$ cat config.mk
export PLATFORM = sky130hd
export DESIGN_NAME = ber_lock_fsm
export DESIGN_NICKNAME = d
export VERILOG_FILES = /design/src/rtl/ber_prbs_pkg.sv /design/src/rtl/ber_lock_fsm.sv
export SDC_FILE = /design/constraint.sdc
export NUM_CORES = 1
export LEC_CHECK = 0
export ABC_AREA = 1
export BUFFER_PORTS_ARGS = -buffer_cell sky130_fd_sc_hd__buf_2
export CORE_MARGIN = 10
export CORE_UTILIZATION = 40
export CTS_BUF_LIST = sky130_fd_sc_hd__clkbuf_4 sky130_fd_sc_hd__clkbuf_8 sky130_fd_sc_hd__clkbuf_16
export CTS_CLUSTER_DIAMETER = 40
export DETAILED_ROUTE_END_ITERATION = 10
export PLACE_DENSITY = 0.74
export SYNTH_ARGS = -nofsm -noshare
export SYNTH_HDL_FRONTEND = slang
export SYNTH_SLANG_ARGS = --single-unit
export TNS_END_PERCENT = 20
$ cat constraint.sdc
create_clock -name clk -period 1.8 [get_ports clk]
set_clock_uncertainty 0.2 [all_clocks]
set_input_delay 0.18 -clock clk [delete_from_list [all_inputs] [get_ports clk]]
set_output_delay 0.18 -clock clk [all_outputs]
set_load 0.1 [all_outputs]
$ cat src/rtl/ber_prbs_pkg.sv
package ber_prbs_pkg;

   typedef enum logic [1:0] {
      ST_HUNT  = 2'd0,
      ST_CHECK = 2'd1,
      ST_LOCK  = 2'd2
   } lock_state_e;

   localparam int unsigned MIN_SEED_W = 31;
   localparam int unsigned MAX_SYM_BITS = 128;

   // active bits per symbol from the width code
   function automatic logic [7:0] sym_bits(input logic [2:0] wcode);
      case (wcode)
         3'd0:    return 8'd64;
         3'd1:    return 8'd32;
         default: return 8'd128;
      endcase
   endfunction

   // index of the oldest tap (degree - 1)
   function automatic logic [4:0] tap_far(input logic [3:0] sel);
      case (sel)
         4'd0:    return 5'd6;
         4'd1:    return 5'd8;
         4'd2:    return 5'd10;
         4'd3:    return 5'd22;
         default: return 5'd30;
      endcase
   endfunction

   // index of the inner tap
   function automatic logic [4:0] tap_near(input logic [3:0] sel);
      case (sel)
         4'd0:    return 5'd5;
         4'd1:    return 5'd4;
         4'd2:    return 5'd8;
         4'd3:    return 5'd17;
         default: return 5'd27;
      endcase
   endfunction

endpackage

$ cat src/rtl/ber_lock_fsm.sv
module ber_lock_fsm
   import ber_prbs_pkg::*;
#(
   parameter int DLY_W  = 3,
   parameter int SEED_W = 31
) (
   input  logic              clk,
   input  logic              rst_n,
   input  logic              en,
   input  logic              valid,
   input  logic              mismatch,
   input  logic [DLY_W-1:0]  dly_sel,
   input  logic [SEED_W-1:0] seed_gen,
   input  logic [SEED_W-1:0] seed_rx,
   output lock_state_e       state_q,
   output logic [SEED_W-1:0] seed_q
);

   logic [DLY_W-1:0] bad_q;

   always_ff @(posedge clk or negedge rst_n) begin
      if (!rst_n) begin
         state_q <= ST_HUNT;
         bad_q   <= '0;
         seed_q  <= '0;
      end else if (!en) begin
         state_q <= ST_HUNT;
         bad_q   <= '0;
      end else if (valid) begin
         case (state_q)
            ST_HUNT: begin
               seed_q  <= seed_rx;
               state_q <= ST_CHECK;
            end
            ST_CHECK: begin
               if (!mismatch) begin
                  seed_q  <= seed_gen;
                  state_q <= ST_LOCK;
               end else begin
                  seed_q  <= seed_rx;
               end
            end
            ST_LOCK: begin
               if (mismatch) begin
                  if (bad_q >= dly_sel) begin
                     seed_q  <= seed_rx;
                     state_q <= ST_CHECK;
                     bad_q   <= '0;
                  end else begin
                     seed_q <= seed_gen;
                     bad_q  <= bad_q + 1'b1;
                  end
               end else begin
                  seed_q <= seed_gen;
                  bad_q  <= '0;
               end
            end
            default: state_q <= ST_HUNT;
         endcase
      end
   end

endmodule

**After elaboration in Yosys (flattened, before gate mapping)**

Cells that the tools add are included.

- Register bits: 36
- Bits of input ports: 70
- Output and inout port bits: 33

- Mux-type cells: 15
- Equal/unequal tests: 7
- Reductions and logical operators: 5
- Add/sub/neg operators: 1
- $lt $le $gt $ge: 1

Operators with widths:

| kind | count |
|---|---|
| $mux W31 | 3 |
| $pmux W31 S3 | 1 |
| $mux W3 | 5 |
| $mux W2 | 5 |
| $ne A3 B3 Y1 const B | 3 |
| $pmux W2 S3 | 1 |
| $ne A2 B1 Y1 const B | 2 |
| $reduce_and A4 Y1 | 1 |
| $add A3 B1 Y3 const B | 1 |
| $ge A3 B3 Y1 | 1 |
| $reduce_and A3 Y1 | 1 |
| $reduce_bool A3 Y1 | 1 |
| $eq A2 B1 Y1 const B | 1 |
| $eq A2 B2 Y1 const B | 1 |
| $logic_not A2 Y1 | 1 |
| $reduce_and A2 Y1 | 1 |

**Longest topological paths before layout**

- Depth after elaboration: 6
- Gate-level depth with buffers: 13

**Worst setup path before layout**

OpenSTA, ideal clock, no wires.

- Path kind: register -> register
- Start point: register state_q[0]
- End point: register seed_q[0]
- Path buffers: 1
- Library setup time: 0.120 ns
- Data arrival time: 1.997 ns
- Period minus slack after synthesis: 2.317 ns
- Stages on the path, launching flop included: 11
- Setup slack: -0.517 ns
- Cells stage by stage: dfrtp_1 > inv_1 > ha_1 > inv_1 > a21oi_1 > nand2_1 > buf_4 > nand2_1 > nand2_1 > nand2_1 > nand2_1

- Cells in the longest elaborated chain, start to end: 3
- Elaborated cells between the ends (all ways): 6
- Those cells by class: eq/ne (2); mux (1); reduce/logical (3)

RTL lines:

| element | RTL line | text |
|---|---|---|
| start: declaration | ber_lock_fsm.sv:15 | `output lock_state_e state_q,` |
| start signal: assignment | ber_lock_fsm.sv:23 | `state_q <= ST_HUNT;` |
| start signal: assignment | ber_lock_fsm.sv:27 | `state_q <= ST_HUNT;` |
| start signal: assignment | ber_lock_fsm.sv:33 | `state_q <= ST_CHECK;` |
| $eq A2 B2 Y1, or another cell as far along | ber_lock_fsm.sv:30 | `case (state_q)` |
| $reduce_bool A3 Y1 (no line) | - |  |
| $reduce_and A3 Y1 (no line) | - |  |
| end signal: assignment | ber_lock_fsm.sv:32 | `seed_q <= seed_rx;` |
| end signal: assignment | ber_lock_fsm.sv:37 | `seed_q <= seed_gen;` |
| end signal: assignment | ber_lock_fsm.sv:40 | `seed_q <= seed_rx;` |
| end: declaration | ber_lock_fsm.sv:16 | `output logic [SEED_W-1:0] seed_q` |

Several ways; a longest one is shown, not always the timed one.
A chain may end at the register's enable or synchronous reset.

**Worst setup path in the final report**

- Start point: register bad_q[1]
- End point: register seed_q[3]

- Cells in the longest elaborated chain, start to end: 4

RTL lines:

| element | RTL line | text |
|---|---|---|
| start: declaration | ber_lock_fsm.sv:19 | `logic [DLY_W-1:0] bad_q;` |
| start signal: assignment | ber_lock_fsm.sv:51 | `bad_q <= bad_q + 1'b1;` |
| $ge A3 B3 Y1 | ber_lock_fsm.sv:45 | `if (bad_q >= dly_sel) begin` |
| $mux W31 | ber_lock_fsm.sv:45 |  |
| $mux W31 | ber_lock_fsm.sv:44 | `if (mismatch) begin` |
| $pmux W31 S3 | ber_lock_fsm.sv:30 |  |
| end signal: assignment | ber_lock_fsm.sv:32 |  |
| end signal: assignment | ber_lock_fsm.sv:46 | `seed_q <= seed_rx;` |
| end signal: assignment | ber_lock_fsm.sv:50 | `seed_q <= seed_gen;` |

No other way between the ends.

==> impl_metrics.env <==
export IMPL_die_area_um2=8490
export IMPL_power_leakage_nw=1.99
export IMPL_routabilityCongestion=0.787
export IMPL_syn_cell_area_um2=2080
export IMPL_violations="setup timing"
export IMPL_r2r_start="bad_q[1]"
export IMPL_synth_async_sr_flop_share_pct=100
export IMPL_startpoint_type="flip-flop"
export IMPL_ant_nets=0
export IMPL_setup_violations=26
export IMPL_yosys_top_cells_area="dfrtp_1 43%, nand2_1 31%, nand3_1 8.7%"
export IMPL_clockBufferDepth=2
export IMPL_grt_usage_pct=16.2
export IMPL_post_drt_wl_per_cell_um=14.8
export IMPL_layout_drive_gt1_share_pct=42.6
export IMPL_coreArea_um2=5070
export IMPL_critPathMaxFanout=6
export IMPL_reg2reg_to="seed_q[3]"
export IMPL_area_growth_synth_to_final_pct=71.6
export IMPL_hp_start="seed_rx[2]"
export IMPL_grt_start_max_net_pins=19
export IMPL_yosysUniqueCellTypes=21
export IMPL_timing_fmax_ghz=0.546
export IMPL_root_buffer="clkbuf_8"
export IMPL_dp_slack_ns=-0.0413
export IMPL_arrival_ns=1.82
export IMPL_setup_ws_ns=-0.0304
export IMPL_ys_flop_type="dfrtp_1"
export IMPL_fin_nets=525
export IMPL_ys_warn_count=0
export IMPL_slew_viol_final=0
export IMPL_port_buffers=102
export IMPL_rsz0062_at_grt="true"
export IMPL_path_clk_slew_ns=0.08
export IMPL_htree_num_levels=2
export IMPL_synthTopCellsByCount="170 x nand2_1, 36 x dfrtp_1, 36 x nand3_1"
export IMPL_min_delay_path_depth=5
export IMPL_dpl_hpwl_mm=4.87
export IMPL_min_period_over_period_pct=102
export IMPL_drc=0
export IMPL_critPathRequiredTime_ns=1.79
export IMPL_route_met2_wl_mm=3.77
export IMPL_grt_pass1_wl_mm=11.5
export IMPL_ir_drop_uv=1510
export IMPL_final_util_pct=70.4
export IMPL_num_vias=2458
export IMPL_synth_edff_count=0
export IMPL_slew_headroom_pct=65.4
export IMPL_die_h_um=92.1
export IMPL_finalHoldViolCount=0
export IMPL_cap_violations=0
export IMPL_r2r_setup_slack_ns=-0.03
export IMPL_wl_met3_um=624
export IMPL_outcome="complete, but fails checks"
export IMPL_die_w_um=92.1
export IMPL_wl_met1_mm=3.15
export IMPL_rows=26
export IMPL_tightest_slew_ns=0.523
export IMPL_viasPerCell=4.75
export IMPL_grt_overflow=0
export IMPL_r2r_cells=12
export IMPL_firstDrtPassIters=5
export IMPL_yosys_area_top_type_share_pct=43.3
export IMPL_grt_pass1_vias=2398
export IMPL_clk_insertion_delay_late_ns=0.28
export IMPL_num_antenna_cells=0
export IMPL_initial_core_util_pct=41.0
export IMPL_drt_iter0_markers=112
export IMPL_worst_setup_path_type="reg -> reg"
export IMPL_worstHoldEndpoint="seed_q[2]"
export IMPL_cts_tree="done"
export IMPL_drt_total_wl_mm=7.65
export IMPL_syn_num_nets=374
export IMPL_syn_instance_count=296
export IMPL_p_per_area_nw_per_um2=2090
export IMPL_synth_area_leader_cell="dfrtp_1"
export IMPL_synth_seq_area_share_pct=43.3
export IMPL_pin_count=103
export IMPL_hold_path_class="in -> reg"
export IMPL_antenna_found_initial=0
export IMPL_cts_num_sinks=36
export IMPL_cp_end_kind="flip-flop"
export IMPL_period_needed_ns=1.83
export IMPL_avgSynthCellArea_um2=7.03
export IMPL_highest_layer="met4"
export IMPL_yosysMostFrequentCell="nand2_1"
export IMPL_ys_seq_elements=36
export IMPL_cts_made_buffers=5
## cells in the final DEF, fill, tap and decap left out, types with 3 or more instances in the layout
master,count
nand2_1,143
buf_2,102
dfrtp_1,34
nand3_1,29
dlygate4sd3_1,29
nand2_2,22
buf_4,16
inv_1,9
nand3_2,6
ha_4,5
clkbuf_8,5
buf_6,5
inv_4,4
nand2_4,4
o21ai_0,4
clkbuf_16,4
ha_1,3
## area by class of cell
| type | count | area, µm² |
|---|---|---|
| Fill cell | 382 | 1500 |
| Multi-Input combinational cell | 229 | 1240 |
| Timing Repair Buffer | 160 | 1160 |
| Sequential cell | 36 | 908 |
| Tap cell | 70 | 87.6 |
| Clock buffer | 6 | 76.3 |
| Inverter | 15 | 66.3 |
| Clock inverter | 2 | 35.0 |
## layer usage
layer	track usage (%)	vias to the layer above
met3	5.87	9
met1	18.6	1131
met4	4.63	0
met2	27.6	99
li1	-	1219
met5	0	-
## power by group
| part | internal, mW | switching (mW) |
|---|---|---|
| logic | 1.42 | 3.94 |
| registers | 1.17 | 0.215 |
| clock network | 0.426 | 0.286 |
| total | 3.01 | 4.44 |
## worst max-delay path, cell delays in order (launching register included)
cell and delay, ns:
dfrtp_1 0.39, ha_1 0.29, nand2_1 0.08, inv_2 0.04, nand2_2 0.08, nand2_4 0.07, nand3_4 0.08, nand2_8 0.11
clkbuf_16 0.18, nand2_1 0.06, nand2_1 0.05, nand2_1 0.05, nand2_1 0.05
## worst max path at each step
stage	startpoint	end	slack [ns]
2_1_floorplan	state_q[1]	seed_q[0]	-0.02
3_3_place_gp	bad_q[2]	seed_q[27]	0.01
3_5_place_dp	bad_q[2]	seed_q[0]	-0.04
4_1_cts	state_q[0]	seed_q[15]	-0.008
5_1_grt	bad_q[0]	seed_q[21]	-0.14
6_report	bad_q[1]	seed_q[3]	-0.03
## through the flow
step	hold WS, ns	setup TNS [ns]	total power, mW	instance area (µm²)	instances
after global routing	0.0217	-3.20	7.82	3570	518
after CTS	0.000989	-0.0309	6.77	3230	508
after global placement	-0.0735	0	5.78	2760	469
after detailed placement	-0.0735	-0.561	5.84	2760	469
after floorplan	-0.316	-0.707	5.00	2130	296
final	0.00522	-0.397	7.45	3570	518
## kinds of logic (layout without fill, tap and decap cells)
family	after synthesis	count (layout)	share of synthesized area (%)
flip-flops	36	36	43.3
AND/OR/NAND/NOR	210	210	40.4
AO/OA/AOI/OAI	10	10	2.88
adder cells (fa/ha/maj)	8	8	4.81
XOR/XNOR	1	1	0.421
buffers and inverters	31	183	8.17
## registers in the layout, summed over array words and instances (netlist names)
name     flops
bad_q        3
seed_q      31
state_q      2
## repair_timing
action,CTS,global route
endpoints found under the hold margin,51,0
pin swaps,1,23
gates resized for setup,10,52
endpoints found under the setup margin,31,31
buffers inserted,1,4
cloned,1,6
hold buffers,29,0
No activity file was read; power rests on OpenSTA's default activity.
